===== src/rtl/port_pkg.sv =====
package port_pkg;

  typedef enum logic [1:0] {
    MODE_SINGLE = 2'b00,
    MODE_BOOT   = 2'b01,
    MODE_EXP    = 2'b10,
    MODE_TEST   = 2'b11
  } port_mode_e;

  // Upper mode bit hands the pins to the address bus.
  function automatic logic mode_is_gpio(input port_mode_e m);
    return (m == MODE_SINGLE) || (m == MODE_BOOT);
  endfunction

endpackage


===== src/rtl/port_sync.sv =====
module port_sync #(
  parameter int WIDTH  = 8,
  parameter int STAGES = 2
) (
  input  logic             clk,
  input  logic             rst_n,
  input  logic [WIDTH-1:0] async_i,
  output logic [WIDTH-1:0] sync_o
);

  logic [WIDTH-1:0] chain_q [STAGES];

  for (genvar s = 0; s < STAGES; s++) begin : g_stage
    always_ff @(posedge clk or negedge rst_n) begin
      if (!rst_n) begin
        chain_q[s] <= '0;
      end else if (s == 0) begin
        chain_q[s] <= async_i;
      end else begin
        chain_q[s] <= chain_q[(s == 0) ? 0 : s-1];
      end
    end
  end

  assign sync_o = chain_q[STAGES-1];

endmodule


===== src/rtl/port_regs.sv =====
module port_regs #(
  parameter int                WIDTH    = 8,
  parameter int                AW       = 6,
  parameter logic [AW-1:0]     DATA_OFS = 6'h04,
  parameter logic [AW-1:0]     DIR_OFS  = 6'h02
) (
  input  logic             clk,
  input  logic             rst_n,
  input  logic             gpio_en,
  input  logic             sel_i,
  input  logic             wr_i,
  input  logic [AW-1:0]    addr_i,
  input  logic [WIDTH-1:0] wdata_i,
  input  logic [WIDTH-1:0] pin_sync_i,
  output logic [WIDTH-1:0] rdata_o,
  output logic             hit_o,
  output logic [WIDTH-1:0] dat_q,
  output logic [WIDTH-1:0] ddr_q
);

  logic hit_dat, hit_dir;
  logic [WIDTH-1:0] mixed;

  assign hit_dat = sel_i && gpio_en && (addr_i == DATA_OFS);
  assign hit_dir = sel_i && gpio_en && (addr_i == DIR_OFS);
  assign hit_o   = hit_dat || hit_dir;

  // Data latch keeps its contents through reset.
  always_ff @(posedge clk) begin
    if (hit_dat && wr_i) dat_q <= wdata_i;
  end

  always_ff @(posedge clk or negedge rst_n) begin
    if (!rst_n) begin
      ddr_q <= '0;
    end else if (hit_dir && wr_i) begin
      ddr_q <= wdata_i;
    end
  end

  for (genvar b = 0; b < WIDTH; b++) begin : g_mix
    assign mixed[b] = ddr_q[b] ? dat_q[b] : pin_sync_i[b];
  end

  always_comb begin
    rdata_o = '0;
    if (hit_dat)      rdata_o = mixed;
    else if (hit_dir) rdata_o = ddr_q;
  end

  assert_dir_reset_R1: assert property (@(posedge clk)
    $rose(rst_n) |-> (ddr_q == '0));

  assert_dir_write_R2: assert property (@(posedge clk) disable iff (!rst_n)
    (sel_i && wr_i && gpio_en && addr_i == DIR_OFS) |=> (ddr_q == $past(wdata_i)));

  assert_no_write_addr_mode_R8: assert property (@(posedge clk) disable iff (!rst_n)
    (sel_i && wr_i && !gpio_en) |=> $stable(ddr_q));

endmodule


===== src/rtl/port_pinmux.sv =====
module port_pinmux #(
  parameter int WIDTH = 8
) (
  input  logic             gpio_en,
  input  logic             pu_sel_i,
  input  logic [WIDTH-1:0] addr_hi_i,
  input  logic [WIDTH-1:0] dat_i,
  input  logic [WIDTH-1:0] ddr_i,
  output logic [WIDTH-1:0] pin_o,
  output logic [WIDTH-1:0] pin_oe_o,
  output logic [WIDTH-1:0] pin_pu_o
);

  for (genvar b = 0; b < WIDTH; b++) begin : g_pin
    always_comb begin
      if (gpio_en) begin
        pin_o[b]    = dat_i[b];
        pin_oe_o[b] = ddr_i[b];
        pin_pu_o[b] = pu_sel_i && !ddr_i[b];
      end else begin
        pin_o[b]    = addr_hi_i[b];
        pin_oe_o[b] = 1'b1;
        pin_pu_o[b] = 1'b0;
      end
    end
  end

  always_comb begin
    assert_pu_never_on_output_R10: assert ((pin_pu_o & pin_oe_o) == '0);
  end

endmodule


===== src/rtl/gpio_addr_port.sv =====
module gpio_addr_port
  import port_pkg::*;
#(
  parameter int            WIDTH    = 8,
  parameter int            AW       = 6,
  parameter logic [AW-1:0] DATA_OFS = 6'h04,
  parameter logic [AW-1:0] DIR_OFS  = 6'h02,
  parameter int            SYNC_STG = 2
) (
  input  logic             clk,
  input  logic             rst_n,
  input  logic [1:0]       mode_i,
  input  logic [WIDTH-1:0] addr_hi_i,
  input  logic             bus_sel_i,
  input  logic             bus_wr_i,
  input  logic [AW-1:0]    bus_addr_i,
  input  logic [WIDTH-1:0] bus_wdata_i,
  output logic [WIDTH-1:0] bus_rdata_o,
  output logic             bus_hit_o,
  input  logic             pu_sel_i,
  input  logic [WIDTH-1:0] pin_i,
  output logic [WIDTH-1:0] pin_o,
  output logic [WIDTH-1:0] pin_oe_o,
  output logic [WIDTH-1:0] pin_pu_o
);

  logic             gpio_en;
  logic [WIDTH-1:0] pin_sync, dat_q, ddr_q;

  assign gpio_en = mode_is_gpio(port_mode_e'(mode_i));

  port_sync #(.WIDTH(WIDTH), .STAGES(SYNC_STG)) u_sync (
    .clk     (clk),
    .rst_n   (rst_n),
    .async_i (pin_i),
    .sync_o  (pin_sync)
  );

  port_regs #(.WIDTH(WIDTH), .AW(AW), .DATA_OFS(DATA_OFS), .DIR_OFS(DIR_OFS)) u_regs (
    .clk        (clk),
    .rst_n      (rst_n),
    .gpio_en    (gpio_en),
    .sel_i      (bus_sel_i),
    .wr_i       (bus_wr_i),
    .addr_i     (bus_addr_i),
    .wdata_i    (bus_wdata_i),
    .pin_sync_i (pin_sync),
    .rdata_o    (bus_rdata_o),
    .hit_o      (bus_hit_o),
    .dat_q      (dat_q),
    .ddr_q      (ddr_q)
  );

  port_pinmux #(.WIDTH(WIDTH)) u_pinmux (
    .gpio_en   (gpio_en),
    .pu_sel_i  (pu_sel_i),
    .addr_hi_i (addr_hi_i),
    .dat_i     (dat_q),
    .ddr_i     (ddr_q),
    .pin_o     (pin_o),
    .pin_oe_o  (pin_oe_o),
    .pin_pu_o  (pin_pu_o)
  );

  assert_addr_takeover_R7: assert property (@(posedge clk) disable iff (!rst_n)
    mode_i[1] |-> (pin_oe_o == '1) && (pin_o == addr_hi_i) && (pin_pu_o == '0));

  assert_unmapped_in_addr_mode_R8: assert property (@(posedge clk) disable iff (!rst_n)
    mode_i[1] |-> !bus_hit_o);

  assert_quiet_when_unclaimed_R9: assert property (@(posedge clk) disable iff (!rst_n)
    !bus_hit_o |-> (bus_rdata_o == '0));

  assert_oe_follows_dir_R3: assert property (@(posedge clk) disable iff (!rst_n)
    (!mode_i[1] && bus_sel_i && bus_wr_i && bus_addr_i == DIR_OFS) |=> (pin_oe_o == $past(bus_wdata_i)));

endmodule


===== config.mk =====
export PLATFORM = sky130hd
export DESIGN_NAME = gpio_addr_port
export DESIGN_NICKNAME = d
export VERILOG_FILES = /design/src/rtl/port_pkg.sv /design/src/rtl/port_sync.sv /design/src/rtl/port_regs.sv /design/src/rtl/port_pinmux.sv /design/src/rtl/gpio_addr_port.sv
export SDC_FILE = /design/constraint.sdc
export NUM_CORES = 1
export LEC_CHECK = 0
export BUFFER_PORTS_ARGS = -buffer_cell sky130_fd_sc_hd__buf_2
export CAP_MARGIN = 10
export CORE_MARGIN = 5
export CORE_UTILIZATION = 48
export CTS_CLUSTER_SIZE = 8
export DETAILED_ROUTE_END_ITERATION = 10
export PLACE_DENSITY_LB_ADDON = 0.12
export REMOVE_ABC_BUFFERS = 1
export SLEW_MARGIN = 20
export SYNTH_ARGS = -nofsm -noshare
export SYNTH_HDL_FRONTEND = slang
export SYNTH_SLANG_ARGS = --single-unit
export TNS_END_PERCENT = 50

===== constraint.sdc =====
create_clock -name clk -period 1.5 [get_ports clk]
set_input_delay 0.075 -clock clk [delete_from_list [all_inputs] [get_ports clk]]
set_output_delay 0.075 -clock clk [all_outputs]
set_load 0.1 [all_outputs]

Word-level counts from Yosys, hierarchy flattened
Index checks and enable logic that the tools add are counted.
{"block": "word_totals", "reg_bits": 32, "input_bits": 37, "wordCells": 65}
{"block": "classes", "muxes": 34, "n_reduce_logical": 24, "eq_ne": 3}
{"cell": "$mux 1", "n": 32}
{"cell": "$mux 8", "n": 2}
{"cell": "$logic_and 1x1->1", "n": 13}
{"cell": "$logic_not 1->1", "n": 8}
{"cell": "$eq 6x2->1 const B", "n": 1}
{"cell": "$eq 6x3->1 const B", "n": 1}
{"cell": "$eq 2x1->1 const B", "n": 1}
{"cell": "$logic_not 2->1", "n": 1}
{"cell": "$logic_or 1x1->1", "n": 2}

Logic depth before layout (Yosys ltp)
Gate-level depths: netlist (run 1).
{"block": "depth", "depth_word": 6, "mapped_depth": 4}

Modules after synthesis
From an unflattened synthesis (run 1), not the netlist that was laid out.
{"block": "hier_totals", "hier_cells": 112, "area_unflattened_um2": 1524.0}
{"mod": "port_regs", "area_per_inst_um2": 807.0, "seq_area_each_um2": 440.4, "n_inst": 1, "cells_each": 60}
{"mod": "port_sync", "area_per_inst_um2": 460.4, "seq_area_each_um2": 400.4, "n_inst": 1, "cells_each": 24}
{"mod": "port_pinmux", "area_per_inst_um2": 252.7, "seq_area_each_um2": 0.0, "n_inst": 1, "cells_each": 27}
{"mod": "gpio_addr_port", "area_per_inst_um2": 3.8, "seq_area_each_um2": 0.0, "n_inst": 1, "cells_each": 1}

Worst setup path after synthesis (run 1)
No wires, ideal clock.
{"block": "synth_timing", "path_type": "input port to output port", "start": "in mode_i[1]", "end": "out bus_rdata_o[0]", "arrival_ns": 1.959, "t_required_ns": 1.425, "path_stages": 4, "setup_slack_ns": -0.534, "path_buffers": 1, "cell_sequence": "buf_6 > nor2b_1 > nand2_1 > nor2_1"}
{"block": "synth_via", "elab_chain_len": 6, "elab_cells_between_ends": 8, "cone_classes": "eq/ne: 1; mux: 2; reduce/logical: 5"}
{"element": "from (decl)", "line_no": "gpio_addr_port.sv:12", "rtl": "input logic [1:0] mode_i,"}
{"element": "$eq 2x1->1 / $logic_not 2->1 (equally long branches)", "line_no": "port_pkg.sv:12", "rtl": "return (m == MODE_SINGLE) || (m == MODE_BOOT);"}
{"element": "$logic_or 1x1->1 (*)", "line_no": "port_pkg.sv:12"}
{"element": "$logic_and 1x1->1 (*)", "line_no": "port_regs.sv:24, port_regs.sv:25"}
{"element": "$logic_and 1x1->1", "line_no": "port_regs.sv:25", "rtl": "assign hit_dir = sel_i && gpio_en && (addr_i == DIR_OFS);"}
{"element": "$mux 8", "line_no": "port_regs.sv:48", "rtl": "else if (hit_dir) rdata_o = ddr_q;"}
{"element": "$mux 8 (*)", "line_no": "port_regs.sv:47", "rtl": "if (hit_dat) rdata_o = mixed;"}
{"element": "to (decl)", "line_no": "gpio_addr_port.sv:18", "rtl": "output logic [WIDTH-1:0] bus_rdata_o,"}
Mark *: on every way between the ends. The rest lies on a longest branch, timed or not.

Worst setup path after layout (run 1)
{"block": "layout_timing", "start": "reg u_regs.ddr_q[5]", "end": "out bus_rdata_o[5]"}
{"block": "layout_via", "elab_chain_len": 2, "elab_cells_between_ends": 3, "cone_classes": "mux: 3"}
{"element": "from (decl)", "line_no": "port_regs.sv:18", "rtl": "output logic [WIDTH-1:0] ddr_q"}
{"element": "from (signal assigned)", "line_no": "port_regs.sv:37", "rtl": "ddr_q <= wdata_i;"}
{"element": "$mux 8 / $mux 1 (equally long branches)", "line_no": "port_regs.sv:48, port_regs.sv:42"}
{"element": "$mux 8 (*)", "line_no": "port_regs.sv:47"}
Marks and branches as above.

==> results of run 1 <==
[where the power goes]
group	switching, W	internal [W]
clock network	0.000275	0.000172
registers	0.0000149	0.000924
logic	0.000393	0.000216
total	0.000683	0.00131
[final cells by class]
type	instances	area share
Multi-Input combinational cell	66	0.245
Clock inverter	1	0.00205
Sequential cell	32	0.344
Tap cell	31	0.0159
Timing Repair Buffer	100	0.377
Clock buffer	6	0.0169
[Yosys cell counts (all sizes together), types with 2 or more instances]
cell type  number
a22oi           8
buf             2
clkbuf          3
dfrtp          24
edfxtp          8
mux2           24
nand2           2
nor2           17
nor2b           3
or2             8
[layer usage]
metal  up-vias  global-route usage
met5         -                   0
met4         0              0.0727
met3        11              0.0683
met2        60               0.405
met1       620               0.247
li1        570                   -
[critical path: stages, from the launching register on]
cell and delay [ns]:
dfrtp_1 0.41, mux2_4 0.30, a22oi_1 0.18, nor2_1 0.11
buf_12 0.17
[state kept, by name, summed over array words and instances (netlist names)]
signal          count
u_regs.dat_q        8
u_regs.ddr_q        8
u_sync.chain_q      8
u_sync.sync_o       8
[final timing paths]
| kind | from | end |
|---|---|---|
| max reg2reg | u_regs.ddr_q[6] | u_regs.ddr_q[6] |
| min | bus_wr_i | u_regs.ddr_q[0] |
| max | u_regs.ddr_q[5] | bus_rdata_o[5] |
| min in group asynchronous | rst_n | u_regs.ddr_q[3] |
| max in group asynchronous | rst_n | u_sync.sync_o[6] |
| min reg2reg | u_sync.chain_q[10] | u_sync.sync_o[2] |
[metrics by stage]
step | power [W] | hold slack [ns] | utilization | setup TNS (ns)
CTS | 0.00196 | 0.212 | 0.862 | -0.0279
global route | 0.00208 | 0.205 | 0.879 | -0.661
floorplan | 0.00135 | -0.221 | - | -6.64
detailed placement | 0.00147 | 0.0866 | 0.740 | 0
global placement | 0.00146 | 0.0790 | 0.740 | 0
finish | 0.00200 | 0.204 | 0.879 | -0.157
[logic make-up (layout without fill, tap and decap cells)]
| family | after synthesis | count (layout) | share of synthesized area |
|---|---|---|---|
| AO/OA/AOI/OAI | 9 | 9 | 0.0501 |
| buffers and inverters | 5 | 107 | 0.0197 |
| flip-flops | 32 | 32 | 0.602 |
| multiplexers | 24 | 24 | 0.193 |
| AND/OR/NAND/NOR | 33 | 33 | 0.135 |
[timing repair]
item | in CTS | in global routing
hold endpoints to repair | 43 | 0
setup buffers | 8 | 0
resized for setup | 19 | 13
endpoints found under the setup margin | 8 | 15
pin swaps | 3 | 6
hold buffers | 17 | 0
==> flow_metrics.py, run 1 <==
metrics = {
    "clocking": {
        "cts_buffers": 5,
        "htreeDepth": 2,
        "clock_path_buffers": 2,
        "cts_tree": "built",
        "cts_root_buffer": "clkbuf_4",
        "worst_skew_pair.late_latency_ns": 0.33,
        "clk_pin_slew_worst_paths_ns": 0.09,
        "cts_sinks": 32,
    },
    "grt": {
        "gr-total-overflow": 0,
        "grt_max_degree": 25,
        "grt_pass1_wl_mm": 7.00,
        "grt.total_usage": 0.224,
        "antenna_found_initial": 0,
        "grt_pass1_vias": 1389,
    },
    "logic_synthesis": {
        "synth_seq_area_share": 0.602,
        "synth_top_area_cell": "dfrtp_1",
        "synth-edff-count": 8,
        "avgSynthCellArea_um2": 13.6,
        "syn_area_um2": 1400,
        "ys_seq_elements": 32,
        "ys_warn_count": 0,
        "ys.flop_type": "dfrtp_1",
        "synth.top_cell.area_share": 0.430,
        "ys_types": 15,
        "synth_async_sr_flop_share": 0.750,
        "ys_top_cells_by_area": "dfrtp_1 (43%), mux2_2 (19%), edfxtp_1 (17%)",
        "synthCells": 103,
    },
    "floorplanning": {
        "start_util": 0.502,
        "die_h_um": 64.0,
        "core-area_um2": 2780,
        "ios": 70,
        "die_w_um": 64.0,
        "floorplan.die_area_um2": 4090,
        "row_count": 19,
    },
    "placement": {
        "place_area_um2": 2060,
        "io_buffers": 68,
        "dp.cells": 204,
        "place.gp.congestion": 0.766,
        "post-dp-hpwl_mm": 2.60,
        "dp_slack_ns": 0.163,
    },
    "cells_and_area": {
        "final_common_cell": "buf_2",
        "stdcell_count": 236,
        "design_area_um2": 2450,
        "num-nets-final": 242,
        "layout-drive-gt1-share": 0.663,
        "multiInputGateArea_um2": 598,
        "area_growth_pct": 75.0,
        "most-common-layout-cells": "buf_2 (44), dfrtp_1 (24), mux2_2 (19), dlygate4sd3_1 (17), buf_12 (17)",
        "seq_area_um2": 841,
        "fillers": 127,
        "antenna_cells": 0,
    },
    "routing": {
        "via_per_inst": 5.34,
        "routed-wl-met3_um": 356,
        "met1_length_mm": 1.55,
        "drt-initial-drc-count": 50,
        "highest_layer": "met4",
        "drcViolationCount": 0,
        "drtPass1Iterations": 4,
        "final_antenna_net_count": 0,
        "vias": 1261,
        "wl_mm": 4.41,
        "post_drt_wl_per_cell_um": 18.7,
        "dr_wl_met2_mm": 2.40,
    },
    "sta": {
        "fin_crit_ns": 1.58,
        "tightest_slew_ns": 0.526,
        "fin_skew_ns": 0.00302,
        "setup-violations-final": 3,
        "rsz0062_at_grt": "yes",
        "maxSlewHeadroom": 0.649,
        "final_max_slew_viol_count": 0,
        "fmax_mhz": 633,
        "period_share": 1.05,
        "layout_setup_ws_ns": -0.0806,
        "hold_violations": 0,
    },
    "setup_path": {
        "cp-end-kind": "output pin",
        "crit_path_start_kind": "register",
        "critPathKind": "register to output pin",
        "crit_path_max_fanout": 2,
        "critical_path_arrival_ns": 1.51,
        "crit_required_ns": 1.42,
        "reg2regPathDepth": 2,
        "r2r_slack_ns": 0.55,
    },
    "min_path": {
        "worstHoldPathCells": 3,
        "hold_class": "input pin to register",
    },
    "power_and_ir_drop": {
        "ir_drop_v": 0.000991,
        "power_density_nw_per_um2": 816,
        "p_leak_nw": 1.14,
    },
    "status": {
        "outcome": "complete, but fails checks",
        "violations": "negative setup slack",
    },
    "run": {
        "drv_cap": 0,
    },
}
Note: power is estimated with default switching activity, not from simulation.
==> run 2, diff against run 1 <==
--- a/config.mk
+++ b/config.mk
@@ -7,6 +7,7 @@
 export LEC_CHECK = 0
 export BUFFER_PORTS_ARGS = -buffer_cell sky130_fd_sc_hd__buf_2
 export CAP_MARGIN = 10
+export CORE_ASPECT_RATIO = 1.2
 export CORE_MARGIN = 5
 export CORE_UTILIZATION = 48
 export CTS_CLUSTER_SIZE = 8
==> flow_metrics.py, run 2 (synthesis results as in run 1) <==
metrics = {
    "power_and_ir_drop": {
        "ir_drop_v": 0.000992,
        "p_sw_frac": 0.331,
        "sequentialPowerShare": 0.481,
        "comb_power_share": 0.317,
        "power.total_w": 0.00196,
        "clockPowerShare": 0.203,
        "power_density_nw_per_um2": 785,
        "p_leak_nw": 1.16,
        "internal-power_w": 0.00131,
        "switchingPower_w": 0.000647,
    },
    "clocking": {
        "clk_pin_slew_worst_paths_ns": 0.08,
        "worst_skew_pair.late_latency_ns": 0.32,
        "cts_tree": "built",
        "cts_sinks": 32,
        "htreeDepth": 2,
        "cts_root_buffer": "clkbuf_4",
        "clock_path_buffers": 2,
        "cts_buffers": 5,
    },
    "setup_path": {
        "crit_path_start_kind": "register",
        "critical_path_arrival_ns": 1.47,
        "crit_required_ns": 1.42,
        "crit_path_max_fanout": 3,
        "critPathKind": "register to output pin",
        "cp-end-kind": "output pin",
    },
    "sta": {
        "layout_setup_ws_ns": -0.0479,
        "hold_violations": 0,
        "setup-violations-final": 3,
        "maxSlewHeadroom": 0.642,
        "final_max_slew_viol_count": 0,
        "period_share": 1.03,
        "tightest_slew_ns": 0.537,
        "fmax_mhz": 646,
        "rsz0062_at_grt": "yes",
        "fin_skew_ns": 0.00477,
        "fin_crit_ns": 1.55,
    },
    "routing": {
        "vias": 1253,
        "post_drt_wl_per_cell_um": 17.9,
        "final_antenna_net_count": 0,
        "via_per_inst": 5.22,
        "drcViolationCount": 0,
        "drt-initial-drc-count": 24,
        "wl_mm": 4.29,
        "drtPass1Iterations": 4,
    },
    "run": {
        "drv_cap": 0,
    },
    "cells_and_area": {
        "most-common-layout-cells": "buf_2 (43), dfrtp_1 (24), mux2_2 (18), buf_12 (18), buf_4 (18)",
        "final_common_cell": "buf_2",
        "num-nets-final": 245,
        "layout-drive-gt1-share": 0.680,
        "area_growth_pct": 78.2,
        "antenna_cells": 0,
    },
    "status": {
        "outcome": "complete, but fails checks",
        "violations": "negative setup slack",
    },
    "floorplanning": {
        "core-area_um2": 2790,
        "die_w_um": 59.3,
        "floorplan.die_area_um2": 4100,
        "row_count": 21,
        "start_util": 0.502,
        "ios": 70,
        "die_h_um": 69.1,
    },
    "grt": {
        "gr-total-overflow": 0,
        "antenna_found_initial": 0,
        "grt_pass1_vias": 1360,
        "grt_max_degree": 25,
        "grt_pass1_wl_mm": 6.83,
        "grt.total_usage": 0.229,
    },
    "placement": {
        "post-dp-hpwl_mm": 2.76,
        "dp_slack_ns": 0.0929,
        "io_buffers": 68,
        "place.gp.congestion": 0.763,
    },
    "min_path": {
        "hold_class": "input pin to register",
    },
}
-- run 2: cell count changes in the layout (fill, tap and decap cells not counted), sizes merged --
cell    before  now
buf         83   86
clkinv       1    0
clkbuf       6    5
-- run 2: timing repair --
item                                   4_1_cts  5_1_grt
cloned                                       0        0
hold buffers                                17        0
gates resized for setup                     23       17
pin swaps                                    7        6
setup buffers                               10        0
endpoints found under the hold margin       47        0
setup endpoints to repair                    8       17
-- run 2: final cells by class --
class,count,area (µm²)
clock buffer,5,37.5
fill,124,295
multi-input combinational,66,609
sequential,32,841
tap,34,42.5
timing repair buffer,103,960
-- run 2: critical path, cell delays in order, from the launching register on --
cell and delay, ns:
dfrtp_1 0.42, mux2_4 0.32, a22oi_2 0.16, nor2_2 0.08, buf_12 0.17
-- run 2: metrics by stage --
step | util | cell area (µm²) | std cells | hold slack (ns) | setup TNS [ns]
after CTS | 0.872 | 2430 | 240 | 0.191 | -0.0723
after global placement | 0.743 | 2070 | 208 | 0.0723 | 0
after global routing | 0.894 | 2490 | 240 | 0.192 | -0.604
final | 0.894 | 2490 | 240 | 0.207 | -0.0514
after floorplan | - | 1370 | 98 | -0.221 | -6.64
after detailed placement | 0.743 | 2070 | 208 | 0.0825 | 0
-- run 2: final timing paths --
path	cells after the start	slack, ns	to	from
worst max-delay path	4	-0.05	bus_rdata_o[6]	u_regs.ddr_q[6]
worst min-delay path	3	0.21	u_regs.ddr_q[7]	bus_wr_i
worst max register to register	3	0.49	u_regs.ddr_q[0]	u_regs.ddr_q[0]
worst min register to register	0	0.36	u_sync.sync_o[1]	u_sync.chain_q[9]
max in group asynchronous	2	0.87	u_regs.ddr_q[0]	rst_n
min in group asynchronous	2	0.26	u_regs.ddr_q[3]	rst_n
-- run 2: power by group through the flow --
stage | sequential, W | combinational (W) | clock [W]
floorplan | 0.000956 | 0.000393 | 0
global placement | 0.000959 | 0.000503 | 0
detailed placement | 0.000963 | 0.000510 | 0
CTS | 0.000939 | 0.000593 | 0.000409
global route | 0.000943 | 0.000647 | 0.000457
finish | 0.000940 | 0.000619 | 0.000396
-- run 2: per-layer routing --
layer  track usage  part of all wire  up-vias
met3        0.0746             0.093       11
met1         0.261              0.35      597
li1              -                 -      577
met5             0                 0        -
met2         0.384              0.52       68
met4        0.0932             0.029        0
